File: src/rtl/dcs_pkg.sv
package dcs_pkg;
   typedef enum logic [1:0] {SEG_IDLE, SEG_ADDR, SEG_RDAT, SEG_WDAT} seg_e;
   typedef enum logic [1:0] {PH_Q1, PH_Q2, PH_Q3, PH_Q4} ph_e;
   typedef enum logic [1:0] {K_RD = 2'd0, K_WR = 2'd1, K_RMW = 2'd2, K_RDX = 2'd3} kind_e;

   function automatic seg_e seg_after(input seg_e s, input kind_e k);
      case (s)
         SEG_ADDR: seg_after = (k == K_WR) ? SEG_WDAT : SEG_RDAT;
         SEG_RDAT: seg_after = (k == K_RMW) ? SEG_WDAT : SEG_IDLE;
         default:  seg_after = SEG_IDLE;
      endcase
   endfunction
endpackage

File: src/rtl/dcs_phase_ctrl.sv
module dcs_phase_ctrl
   import dcs_pkg::*;
#(
   parameter bit HAS_STRETCH = 1'b1
) (
   input  logic  clk,
   input  logic  rst_n,
   input  logic  req,
   input  kind_e kind,
   input  logic  stretch_en,
   input  logic  rdy,
   input  logic  page_n,
   output seg_e  seg,
   output ph_e   ph,
   output logic  xq,
   output kind_e kind_q,
   output logic  accept,
   output logic  last,
   output logic  page_ok
);
   logic st_q;
   logic stretchable;
   logic hold_x;
   logic in_data;
   seg_e nxt;

   generate
      if (HAS_STRETCH) begin : g_stretch
         assign stretchable = st_q && ((seg == SEG_ADDR) ||
                                       (seg == SEG_RDAT && kind_q == K_RMW));
      end else begin : g_plain
         assign stretchable = 1'b0;
      end
   endgenerate

   assign accept  = (seg == SEG_IDLE) && req;
   assign in_data = (seg == SEG_RDAT) || (seg == SEG_WDAT);
   assign hold_x  = (ph == PH_Q4) && stretchable && !xq;
   assign nxt     = seg_after(seg, kind_q);
   assign last    = (seg != SEG_IDLE) && (ph == PH_Q4) && !hold_x && (nxt == SEG_IDLE);

   always_ff @(posedge clk or negedge rst_n) begin
      if (!rst_n) begin
         seg     <= SEG_IDLE;
         ph      <= PH_Q1;
         xq      <= 1'b0;
         st_q    <= 1'b0;
         kind_q  <= K_RD;
         page_ok <= 1'b0;
      end else if (accept) begin
         seg    <= SEG_ADDR;
         ph     <= PH_Q1;
         xq     <= 1'b0;
         kind_q <= kind;
         st_q   <= stretch_en;
      end else if (seg != SEG_IDLE) begin
         case (ph)
            PH_Q1: ph <= PH_Q2;
            PH_Q2: begin
               if (!(in_data && !rdy)) ph <= PH_Q3;
               if (in_data) page_ok <= !page_n;
            end
            PH_Q3: ph <= PH_Q4;
            default: begin
               if (hold_x) begin
                  xq <= 1'b1;
               end else begin
                  xq  <= 1'b0;
                  ph  <= PH_Q1;
                  seg <= nxt;
               end
            end
         endcase
      end
   end
endmodule

File: src/rtl/dcs_strobe_dec.sv
module dcs_strobe_dec
   import dcs_pkg::*;
(
   input  seg_e  seg,
   input  ph_e   ph,
   input  kind_e kind_q,
   output logic  ras_n,
   output logic  cas_n,
   output logic  we_n,
   output logic  alatch_n,
   output logic  ddout_n,
   output logic  ddin_n
);
   logic in_data;
   assign in_data = (seg == SEG_RDAT) || (seg == SEG_WDAT);

   always_comb begin
      ras_n    = !(((seg == SEG_ADDR) && (ph == PH_Q4)) || in_data);
      alatch_n = !((seg == SEG_ADDR) && ((ph == PH_Q3) || (ph == PH_Q4)));
      cas_n    = !(in_data && (ph == PH_Q3));
      we_n     = !((seg == SEG_WDAT) && (ph != PH_Q4));
      ddin_n   = !((seg == SEG_RDAT) && (ph != PH_Q1));
      case (seg)
         SEG_ADDR: ddout_n = (ph == PH_Q4) ? (kind_q != K_WR) : 1'b0;
         SEG_WDAT: ddout_n = 1'b0;
         default:  ddout_n = 1'b1;
      endcase
   end
endmodule

File: src/rtl/dcs_bus_path.sv
module dcs_bus_path
   import dcs_pkg::*;
#(
   parameter int BUS_W   = 32,
   parameter int STAT_W  = 4,
   parameter int RCA_W   = 13,
   parameter int COL_LSB = 2
) (
   input  logic              clk,
   input  logic              rst_n,
   input  logic              accept,
   input  seg_e              seg,
   input  ph_e               ph,
   input  logic [BUS_W-1:0]  addr,
   input  logic [STAT_W-1:0] stat,
   input  logic [BUS_W-1:0]  wdata,
   input  logic [BUS_W-1:0]  rd_data,
   output logic [BUS_W-1:0]  ad,
   output logic              ad_oe,
   output logic [RCA_W-1:0]  rca,
   output logic [BUS_W-1:0]  rdata
);
   localparam int ROW_LSB = COL_LSB + RCA_W;
   localparam int LOW_W   = (COL_LSB < STAT_W) ? COL_LSB : STAT_W;

   logic [BUS_W-1:0]  addr_q;
   logic [STAT_W-1:0] stat_q;
   logic [BUS_W-1:0]  wdata_q;

   generate
      if (LOW_W > 0) begin : g_lowbits
         logic unused_low;
         assign unused_low = ^addr_q[LOW_W-1:0];
      end
   endgenerate

   always_ff @(posedge clk or negedge rst_n) begin
      if (!rst_n) begin
         addr_q  <= '0;
         stat_q  <= '0;
         wdata_q <= '0;
         rdata   <= '0;
      end else begin
         if (accept) begin
            addr_q  <= addr;
            stat_q  <= stat;
            wdata_q <= wdata;
         end
         if (seg == SEG_RDAT && ph == PH_Q3) rdata <= rd_data;
      end
   end

   always_comb begin
      ad    = '0;
      ad_oe = 1'b0;
      rca   = '0;
      case (seg)
         SEG_ADDR: begin
            ad    = {addr_q[BUS_W-1:STAT_W], stat_q};
            ad_oe = 1'b1;
            rca   = addr_q[ROW_LSB +: RCA_W];
         end
         SEG_WDAT: begin
            ad    = wdata_q;
            ad_oe = 1'b1;
            rca   = addr_q[COL_LSB +: RCA_W];
         end
         SEG_RDAT: rca = addr_q[COL_LSB +: RCA_W];
         default: ;
      endcase
   end
endmodule

File: src/rtl/dram_cycle_seq.sv
module dram_cycle_seq
   import dcs_pkg::*;
#(
   parameter int BUS_W       = 32,
   parameter int STAT_W      = 4,
   parameter int RCA_W       = 13,
   parameter int COL_LSB     = 2,
   parameter bit HAS_STRETCH = 1'b1
) (
   input  logic              clk,
   input  logic              rst_n,
   input  logic              req_i,
   input  logic [1:0]        req_kind_i,
   input  logic [BUS_W-1:0]  req_addr_i,
   input  logic [STAT_W-1:0] req_stat_i,
   input  logic [BUS_W-1:0]  req_wdata_i,
   input  logic              stretch_en_i,
   input  logic              page_n_i,
   input  logic              rdy_i,
   input  logic [BUS_W-1:0]  rd_data_i,
   output logic              busy_o,
   output logic              done_o,
   output logic              page_ok_o,
   output logic [BUS_W-1:0]  rdata_o,
   output logic [BUS_W-1:0]  ad_o,
   output logic              ad_oe_o,
   output logic [RCA_W-1:0]  rca_o,
   output logic              ras_n_o,
   output logic              cas_n_o,
   output logic              we_n_o,
   output logic              alatch_n_o,
   output logic              ddout_n_o,
   output logic              ddin_n_o
);
   localparam int ROW_LSB = COL_LSB + RCA_W;

   if (ROW_LSB + RCA_W > BUS_W) begin : g_bad_row
      $error("row field does not fit the bus width");
   end
   if (STAT_W < 1 || STAT_W >= BUS_W) begin : g_bad_stat
      $error("status width out of range");
   end

   seg_e  seg;
   ph_e   ph;
   kind_e kind_q;
   logic  xq;
   logic  accept;
   logic  last;

   dcs_phase_ctrl #(.HAS_STRETCH(HAS_STRETCH)) u_phase (
      .clk(clk), .rst_n(rst_n), .req(req_i), .kind(kind_e'(req_kind_i)),
      .stretch_en(stretch_en_i), .rdy(rdy_i), .page_n(page_n_i),
      .seg(seg), .ph(ph), .xq(xq), .kind_q(kind_q), .accept(accept),
      .last(last), .page_ok(page_ok_o)
   );

   dcs_strobe_dec u_strobe (
      .seg(seg), .ph(ph), .kind_q(kind_q),
      .ras_n(ras_n_o), .cas_n(cas_n_o), .we_n(we_n_o),
      .alatch_n(alatch_n_o), .ddout_n(ddout_n_o), .ddin_n(ddin_n_o)
   );

   dcs_bus_path #(.BUS_W(BUS_W), .STAT_W(STAT_W), .RCA_W(RCA_W), .COL_LSB(COL_LSB)) u_bus (
      .clk(clk), .rst_n(rst_n), .accept(accept), .seg(seg), .ph(ph),
      .addr(req_addr_i), .stat(req_stat_i), .wdata(req_wdata_i), .rd_data(rd_data_i),
      .ad(ad_o), .ad_oe(ad_oe_o), .rca(rca_o), .rdata(rdata_o)
   );

   assign busy_o = (seg != SEG_IDLE);
   assign done_o = last;
endmodule

File: config.mk
export PLATFORM = sky130hd
export DESIGN_NAME = dram_cycle_seq
export DESIGN_NICKNAME = d
export VERILOG_FILES = /design/src/rtl/dcs_pkg.sv /design/src/rtl/dcs_phase_ctrl.sv /design/src/rtl/dcs_strobe_dec.sv /design/src/rtl/dcs_bus_path.sv /design/src/rtl/dram_cycle_seq.sv
export SDC_FILE = /design/constraint.sdc
export NUM_CORES = 1
export LEC_CHECK = 0
export BUFFER_PORTS_ARGS = -buffer_cell sky130_fd_sc_hd__buf_4
export CAP_MARGIN = 20
export CORE_ASPECT_RATIO = 1.1
export CORE_MARGIN = 2
export CORE_UTILIZATION = 44
export DETAILED_ROUTE_END_ITERATION = 7
export GPL_TIMING_DRIVEN = 0
export PLACE_DENSITY = 0.77
export SYNTH_ARGS = -nofsm -noshare
export SYNTH_HDL_FRONTEND = slang
export SYNTH_SLANG_ARGS = --single-unit
export TNS_END_PERCENT = 5
File: constraint.sdc
create_clock -name clk -period 1.7 [get_ports clk]
set_clock_uncertainty 0.15 [all_clocks]
set_input_delay 0.085 -clock clk [delete_from_list [all_inputs] [get_ports clk]]
set_output_delay 0.085 -clock clk [all_outputs]
set_load 0.1 [all_outputs]
After elaboration in Yosys (flattened, before gate mapping). Index checks and enable logic that the tools add are counted.

Mux-type cells: 21. Reduce and logical (&&, ||, !) cells: 41. Equal/unequal tests: 14. Bitwise operators: 1.

Operators by type and width (number): 32-bit case mux with 2 select lines (1); 13-bit case mux with 2 select lines (1); 2-bit 2-to-1 mux (9); 1-bit logical AND (15); 2-bit equality test, second input constant (5); 1-bit logical NOT (9); 1-bit 2-to-1 mux (7); 2-bit by 1-bit equality test with 1-bit output, second input constant (3); 2-bit logical NOT (3); 2-bit case mux with 3 select lines (1); 3-bit AND reduction (2); 2-bit nonzero test (3); 5-bit by 4-bit != test with 1-bit output, second input constant (1); 1-bit logical OR (4); 2-bit by 1-bit != test with 1-bit output, second input constant (2); 2-bit != test, second input constant (2); 2-bit case mux with 2 select lines (1); 4-bit AND reduction (1); 2-bit OR reduction (2); 3-bit != test, second input constant (1); 3-bit OR reduction (1); 1-bit case mux with 2 select lines (1); 2-bit AND reduction (1); 1-bit NOT (1).

Flip-flop bits (word level): 109. Output and inout bits: 87. Word-level logic and storage cells: 87. Bits of input ports: 108.

Longest topological paths before layout. Gate-level depths: netlist of run 1.

Depth after elaboration: 10. Gate-level depth with buffers: 7. Mapped depth without buffers: 6.

Hierarchy. From an unflattened synthesis of run 1, not the netlist that was laid out.

Cells, all modules: 363. Area, all modules: 5146.2 um^2.

Modules (own cells, without submodules): dcs_bus_path (instances 1, cells an instance 296, sequential area each 2452.4 um^2, area an instance 4470.5 um^2); dcs_phase_ctrl (instances 1, cells an instance 57, sequential area each 225.2 um^2, area an instance 606.8 um^2); dcs_strobe_dec (instances 1, cells an instance 9, sequential area each 0.0 um^2, area an instance 62.6 um^2); dram_cycle_seq (instances 1, cells an instance 1, sequential area each 0.0 um^2, area an instance 6.3 um^2).

Worst setup path after synthesis of run 1. No wires, ideal clock.

Path kind: register to output. From: register u_phase.seg[1]. To: output port ddout_n_o. Data required time: 1465 ps. Path buffers: 2. Setup slack: -1758 ps. Data arrival time: 3223 ps. Stages on the path, launching flop included: 7. Path through: dfrtp_1 inv_1 ha_1 buf_2 buf_2 nand2_1 o21ai_0.

Longest elaborated chain between the ends: 2. Elaborated cells on any way between the ends: 3. Those cells by class: eq/ne (2); mux (1).

RTL lines: start: declaration (line dcs_phase_ctrl.sv:13) `output seg_e seg,`; start signal: assignment (line dcs_phase_ctrl.sv:70) `seg <= nxt;`; 2-bit equality test / 2-bit by 1-bit equality test with 1-bit output (equally long branches) (line dcs_strobe_dec.sv:23) `case (seg)`; 1-bit case mux with 2 select lines (*) (line dcs_strobe_dec.sv:23); end: declaration (line dram_cycle_seq.sv:32) `output logic ddout_n_o,`.

Every way passes the cells marked *; elsewhere a longest branch is shown, timed or not.

Final worst setup path of run 1.
From: register u_phase.seg[1]. To: output port rca_o[3].

Longest elaborated chain between the ends: 3. Elaborated cells on any way between the ends: 5. Those cells by class: eq/ne (3); mux (1); reduce/logical (1).

RTL lines: 2-bit equality test (line dcs_bus_path.sv:57) `case (seg)`; 2-bit OR reduction (no source line); 13-bit case mux with 2 select lines (*) (line dcs_bus_path.sv:57); end: declaration (line dram_cycle_seq.sv:27) `output logic [RCA_W-1:0] rca_o,`.

Marked as above.

==> out/qor.csv, run 1 <==
stage;metric;value;unit
floorplan;coreArea;10500;um2
drt;routedWlPerCell;22.5;um
sta;tightest_slew;0.588;ns
clock_tree;cts_buffers;9;
run;cap_violations;0;
finish;multi_input_comb_area;2320;um2
global_routing;track_usage;0.298;
sta;slew_violations;0;
floorplan;initial_core_util;0.457;
worst_hold_path;hold_start;req_i;
finish;fin_area;8950;um2
finish;fin_nets;780;
sta;finalCriticalPeriod;2.23;ns
place;place.port_buffers;192;
clock_tree;clock_sinks;107;
global_routing;grt_max_degree;66;
global_routing;grt_pass1_vias;4861;
worst_hold_path;min_path_cells;3;
finish;seqCellArea;2680;um2
setup_path;r2r-end;u_phase.ph[1]$_DFFE_PN0P_;
logic_synthesis;synthCells;342;
finish;post-route-util;0.853;
place;place.gp.congestion;0.826;
clock_tree;cts_root_buf;clkbuf_16;
setup_path;cpMostUsedCell;buf_12;
global_routing;grt_antenna_before_repair;0;
logic_synthesis;ys_seq_elements;107;
place;hpwl;9.80;mm
setup_path;r2r_cells;9;
drt;post_drt_via_cell_ratio;5.47;
sta;final.setup.worst_slack;-0.528;ns
sta;post-route-period-util;1.31;
clock_tree;htreeDepth;3;
setup_path;crit_arrival;1.99;ns
setup_path;critPathRequiredTime;1.46;ns
sta;relSlewSlack;0.608;
drt;drt.antenna.violating_nets;0;
run_status;status;complete, but fails checks;
sta;rsz0062_at_grt;yes;
finish;final_layout_size_suffix_gt1_frac;0.601;
logic_synthesis;synth.distinct_cells;35;
drt;drc;0;
setup_path;r2r-start;u_phase.seg[0]$_DFFE_PN0P_;
floorplan;row_count;39;
sta;setup_viol;159;
floorplan;die_x;103;um
setup_path;crit_slowest_cell;dfrtp_2;
sta;hold_viol_final;0;
clock_tree;clk_pin_slew;0.07;ns
setup_path;ff2ff_setup_slack;-0.35;ns
logic_synthesis;syn_nets;460;
drt;vias;4424;
finish;area_growth;86.9;%
global_routing;grt_pass1_wl;26.2;mm
drt;drt-pass1-iter-count;4;
logic_synthesis;yosysWarnings;0;
finish;fill_cells;430;
clock_tree;clock_path_buffers;2;
setup_path;endpoint_kind;output port;
finish;diodes;0;
floorplan;fp.dieH;113;um
logic_synthesis;synth_seq_area_share;0.559;
worst_hold_path;whs_endpoint;u_bus.wdata_q[12]$_DFFE_PN0P_;
setup_path;setup.worst_path.class;flip-flop to output port;
logic_synthesis;syn_area;4790;um2
worst_hold_path;hold_class;input port to flip-flop;
setup_path;cp-start-kind;flip-flop;
sta;max_freq;449;MHz
drt;finalWirelength;18.2;mm
logic_synthesis;synth.avg_cell_area;14.0;um2
place;place_area;6610;um2
drt;drt-initial-drc-count;187;
clock_tree;cts_tree;yes;
floorplan;ioPinCount;195;
clock_tree;worstSkewPairLatency;0.34;ns
setup_path;worstPathMaxFanout;5;
global_routing;grt.overflow.total;0;
floorplan;die-area;11700;um2
setup_path;max_stage_delay;0.46;ns
run_status;violations;setup timing;
setup_path;worstPathCellList;ha_4, or2_1, buf_6, buf_12, a22oi_2, nor2_4, buf_12;
## cell usage in the layout, fill, tap and decap left out, drive strengths merged
cell and instances:
buf 226, dfrtp 107, dlygate4sd3 104, mux2 102
a22o 32, nor2 15, a22oi 13, clkbuf 13
ha 10, nand2 7, o21ai 7, inv 4
nand2b 4, bufinv 3, nand3b 2, or2 2
nor2b 2, a21oi 2, clkinvlp 1, and3b 1
and3 1, nor3 1, a31oi 1, o31ai 1
a21boi 1, mux2i 1, o22ai 1, o221ai 1
clkinv 1
## kinds of logic after synthesis
logic type      count (synthesis)  synth area share
flops                         107             0.559
mux                           103             0.242
compound gates                 59             0.101
simple gates                   35            0.0371
buf+inv                        28            0.0353
fa+ha+maj                      10            0.0261
## how the worst max path moves through the flow
| stage | startpoint | to | slack [ns] | depth (start not counted) |
|---|---|---|---|---|
| 2_1_floorplan | u_phase.seg[1]$_DFFE_PN0P_ | u_phase.ph[1]$_DFFE_PN0P_ | -0.34 | 7 |
| 3_3_place_gp | u_phase.seg[1]$_DFFE_PN0P_ | ddout_n_o | -0.49 | 7 |
| 3_5_place_dp | u_phase.seg[1]$_DFFE_PN0P_ | ddout_n_o | -0.51 | 7 |
| 4_1_cts | u_phase.seg[1]$_DFFE_PN0P_ | rca_o[11] | -0.46 | 7 |
| 5_1_grt | u_phase.seg[1]$_DFFE_PN0P_ | rca_o[6] | -0.57 | 7 |
| 6_report | u_phase.seg[1]$_DFFE_PN0P_ | rca_o[3] | -0.53 | 7 |
## cell usage after synthesis
master / count / area share
o22ai_1: 1 / 0.0013
mux2_1: 8 / 0.019
a22oi_2: 2 / 0.0052
dfrtp_1: 107 / 0.56
nor2b_1: 2 / 0.0026
a22oi_1: 11 / 0.017
buf_4: 10 / 0.016
nand2_4: 1 / 0.0024
ha_1: 10 / 0.026
nand2b_1: 3 / 0.0039
o221ai_1: 1 / 0.0018
or2_1: 1 / 0.0013
buf_2: 3 / 0.0031
nor3_1: 1 / 0.0010
buf_1: 2 / 0.0016
nand3b_1: 2 / 0.0031
a22o_1: 32 / 0.059
nand2b_2: 1 / 0.0018
nor2_1: 15 / 0.012
buf_6: 3 / 0.0071
mux2_2: 94 / 0.22
inv_1: 5 / 0.0039
a21boi_2: 1 / 0.0024
clkbuf_1: 5 / 0.0039
and3_1: 1 / 0.0013
o21ai_1: 1 / 0.0010
o21ai_2: 1 / 0.0018
nand2_1: 6 / 0.0047
a21oi_1: 2 / 0.0021
a31oi_2: 1 / 0.0026
o31ai_1: 1 / 0.0016
or2_2: 1 / 0.0013
mux2i_1: 1 / 0.0021
o21ai_0: 5 / 0.0052
and3b_1: 1 / 0.0018
## registers in the layout, indices dropped and copies added, names as in the netlist
signal           flops
u_bus.wdata_q       32
u_phase.ph           2
u_phase.page_ok      1
u_bus.rdata         32
u_phase.xq           1
u_phase.seg          2
u_bus.stat_q         4
u_phase.kind_q       2
u_phase.st_q         1
u_bus.addr_q        30
## timing repair
item                                   CTS  global route
gates cloned                             1             0
resized for setup                      164            44
endpoints found under the hold margin  145             0
hold buffers                           104             0
pin swaps                                8             6
setup endpoints to repair              155           158
setup buffers                            8             4
## metrics by stage
stage | hold WS [ns] | setup slack (ns) | setup TNS [ns] | std cells
2_1_floorplan | -0.361 | -0.338 | -13.01 | 342
5_1_grt | 0.0598 | -0.572 | -46.36 | 809
6_report | 0.0466 | -0.528 | -40.34 | 809
4_1_cts | 0.0394 | -0.459 | -29.47 | 805
3_3_place_gp | 0.121 | -0.490 | -24.91 | 677
3_5_place_dp | -0.0316 | -0.513 | -29.35 | 678
## layer usage
layer  global-route usage  vias up  part of all wire
met3               0.0852       72             0.085
li1                     -     1878                 -
met5                    0        -                 0
met1                0.342     2200              0.36
met2                0.508      274              0.51
met4                0.134        0             0.043
## worst max-delay path: cells and delay by family (launching register included)
family	cells	cell delay, ns
buf+inv	3	0.45
simple gates	2	0.31
compound gates	1	0.24
flops	1	0.46
fa+ha+maj	1	0.18
## final cells by class
class / instances / area share
plain buffers: 22 / 0.0313
inverters: 5 / 0.00252
flip-flops and latches: 107 / 0.299
well taps: 143 / 0.0200
clock inverters: 4 / 0.0110
clock buffers: 11 / 0.0271
multi-input cells: 207 / 0.259
repair buffers: 310 / 0.350
Power of run 1 is not shown: default switching activity piles up to over one toggle a cycle in this logic, so the estimate is an artifact.
==> inputs of run 2 (changes only) <==
--- a/config.mk
+++ b/config.mk
@@ -9,10 +9,10 @@
 export CAP_MARGIN = 20
 export CORE_ASPECT_RATIO = 1.1
 export CORE_MARGIN = 2
-export CORE_UTILIZATION = 44
+export CORE_UTILIZATION = 40
 export DETAILED_ROUTE_END_ITERATION = 7
 export GPL_TIMING_DRIVEN = 0
-export PLACE_DENSITY = 0.77
+export PLACE_DENSITY = 0.68
 export SYNTH_ARGS = -nofsm -noshare
 export SYNTH_HDL_FRONTEND = slang
 export SYNTH_SLANG_ARGS = --single-unit
==> constraint.sdc (replaced) <==
create_clock -name clk -period 2.4 [get_ports clk]
set_clock_uncertainty 0.15 [all_clocks]
set_input_delay 0.12 -clock clk [delete_from_list [all_inputs] [get_ports clk]]
set_output_delay 0.12 -clock clk [all_outputs]
set_load 0.1 [all_outputs]
==> out/qor.csv, run 2 (synthesis gave the netlist of run 1 again) <==
stage;metric;value;unit;change
run_status;status;finished clean;;was complete, but fails checks
finish;seqCellArea;2680;um2;about the same
drt;finalWirelength;14.6;mm;was 18.2 mm
setup_path;crit_slowest_cell;dfrtp_1;;was dfrtp_2
floorplan;row_count;41;;was 39
finish;diodes;0;;unchanged
sta;relSlewSlack;0.411;;was 0.608
floorplan;initial_core_util;0.413;;was 0.457
worst_hold_path;hold_start;rdy_i;;was req_i
worst_hold_path;min_path_cells;3;;unchanged
sta;tightest_slew;0.883;ns;was 0.588 ns
global_routing;grt_pass1_wl;22.5;mm;was 26.2 mm
clock_tree;clock_path_buffers;2;;unchanged
floorplan;ioPinCount;195;;unchanged
clock_tree;worstSkewPairLatency;0.34;ns;about the same
sta;finalCriticalPeriod;2.32;ns;
setup_path;worstSetupPathDepth;8;;was 7
setup_path;critPathTopFamily;buffers and inverters;;was flip-flops
finish;fill_cells;913;;was 430
setup_path;worstPathCellList;ha_1, buf_6, or2_1, buf_6, buf_6, a22oi_1, nor2_1, buf_6;;was ha_4, or2_1, buf_6, buf_12, a22oi_2, nor2_4, buf_12
place;place_area;6440;um2;was 6610 um2
setup_path;cpMostUsedCell;buf_6;;was buf_12
setup_path;worstPathMaxFanout;10;;was 5
finish;most-common-layout-cells;buf_4 (194), dfrtp_1 (107), dlygate4sd3_1 (103);;was buf_4 (149), dfrtp_1 (105), dlygate4sd3_1 (104)
drt;post_drt_via_cell_ratio;4.93;;was 5.47
global_routing;grt_antenna_before_repair;0;;unchanged
drt;drt-initial-drc-count;161;;was 187
global_routing;grt_max_degree;67;;was 66
floorplan;die-area;12900;um2;was 11700 um2
sta;setup_viol;0;;was 159
setup_path;max_stage_delay;0.42;ns;was 0.46 ns
setup_path;ff2ff_setup_slack;0.40;ns;was -0.35 ns
place;hpwl;9.64;mm;was 9.80 mm
finish;final_common_cell;buf_4;;unchanged
setup_path;setup.worst_path.class;flip-flop to output port;;unchanged
setup_path;r2r-start;u_phase.ph[0]$_DFFE_PN0P_;;was u_phase.seg[0]$_DFFE_PN0P_
setup_path;endpoint_kind;output port;;unchanged
drt;drc;0;;unchanged
worst_hold_path;whs_endpoint;u_phase.ph[0]$_DFFE_PN0P_;;was u_bus.wdata_q[12]$_DFFE_PN0P_
finish;fin_area;7840;um2;was 8950 um2
sta;post-route-period-util;0.966;;
finish;multi_input_comb_area;1950;um2;was 2320 um2
clock_tree;clock_sinks;107;;unchanged
setup_path;critPathRequiredTime;2.13;ns;was 1.46 ns
clock_tree;cts_root_buf;clkbuf_16;;unchanged
drt;drt.antenna.violating_nets;0;;unchanged
place;place.port_buffers;192;;unchanged
setup_path;cp_num_buf_inv;4;;was 3
setup_path;crit_arrival;2.05;ns;was 1.99 ns
setup_path;r2r-end;u_bus.rdata[8]$_DFFE_PN0P_;;was u_phase.ph[1]$_DFFE_PN0P_
clock_tree;cts_tree;yes;;unchanged
clock_tree;clk_pin_slew;0.07;ns;about the same
floorplan;coreArea;11600;um2;was 10500 um2
finish;fin_nets;767;;was 780
finish;final_layout_size_suffix_gt1_frac;0.511;;was 0.601
setup_path;cp-start-kind;flip-flop;;unchanged
floorplan;fp.dieH;119;um;was 113 um
drt;routedWlPerCell;18.1;um;was 22.5 um
finish;area_growth;63.6;%;was 86.9%
setup_path;r2r_cells;5;;was 9
run;cap_violations;0;;unchanged
global_routing;grt.overflow.total;0;;unchanged
clock_tree;cts_buffers;9;;unchanged
drt;vias;3965;;was 4424
sta;slew_violations;0;;unchanged
worst_hold_path;hold_class;input port to flip-flop;;unchanged
place;place.gp.congestion;0.783;;was 0.826
sta;rsz0062_at_grt;yes;;unchanged
clock_tree;htreeDepth;3;;unchanged
finish;reg_top3;u_bus.rdata: 32 flops, u_bus.wdata_q: 32 flops, u_bus.addr_q: 30 flops;;unchanged
drt;drt-pass1-iter-count;4;;unchanged
global_routing;grt_pass1_vias;4371;;was 4861
sta;hold_viol_final;0;;unchanged
floorplan;die_x;108;um;was 103 um
sta;max_freq;431;MHz;
global_routing;track_usage;0.232;;was 0.298
[run 2: metal layers]
layer  vias to the layer above  track usage  part of all wire
met2                       152        0.408              0.52
met5                         -            0                 0
li1                       1847            -                 -
met1                      1937        0.267              0.39
met3                        29       0.0640             0.067
met4                         0       0.0801             0.023
[run 2: worst max-delay path by stage]
stage	from	endpoint	slack, ns
global placement	u_phase.seg[1]$_DFFE_PN0P_	ad_o[25]	0.30
floorplan	u_phase.seg[0]$_DFFE_PN0P_	ras_n_o	-0.51
global route	u_phase.seg[0]$_DFFE_PN0P_	rca_o[10]	-0.03
finish	u_phase.seg[1]$_DFFE_PN0P_	rca_o[3]	0.08
detailed placement	u_phase.seg[1]$_DFFE_PN0P_	rca_o[1]	0.26
CTS	u_phase.seg[0]$_DFFE_PN0P_	rca_o[11]	0.003
[run 2: tightest hold or removal path, stage by stage]
cell,delay [ns]
buf_4,0.08
o21ai_1,0.10
o22ai_1,0.17
[run 2: area by class of cell]
type                    instances  area share
plain buffers                  23      0.0214
clock buffers                  15      0.0354
clock inverters                 1     0.00383
inverters                       5     0.00240
multi-input cells             207       0.249
flip-flops and latches        107       0.342
well taps                     150      0.0240
repair buffers                296       0.322
[run 2: timing repair]
| item | CTS | global route |
|---|---|---|
| endpoints found under the hold margin | 167 | 0 |
| endpoints found under the setup margin | 36 | 22 |
| buffers inserted | 0 | 0 |
| hold buffers | 103 | 0 |
| gates resized for setup | 8 | 15 |
[run 2: per-stage QoR]
step / utilization / TNS [ns] / setup WS [ns] / hold slack [ns] / std cells
final: 0.676 / 0 / 0.0806 / 0.0284 / 804
after global routing: 0.676 / -0.0604 / -0.0265 / 0.0140 / 804
after CTS: 0.672 / 0 / 0.00329 / 0.0185 / 804
after detailed placement: 0.555 / 0 / 0.261 / 0.133 / 685
after global placement: 0.554 / 0 / 0.300 / 0.157 / 684
after floorplan: - / -4.13 / -0.508 / -0.326 / 342
Power of run 2 is left out for the same reason.
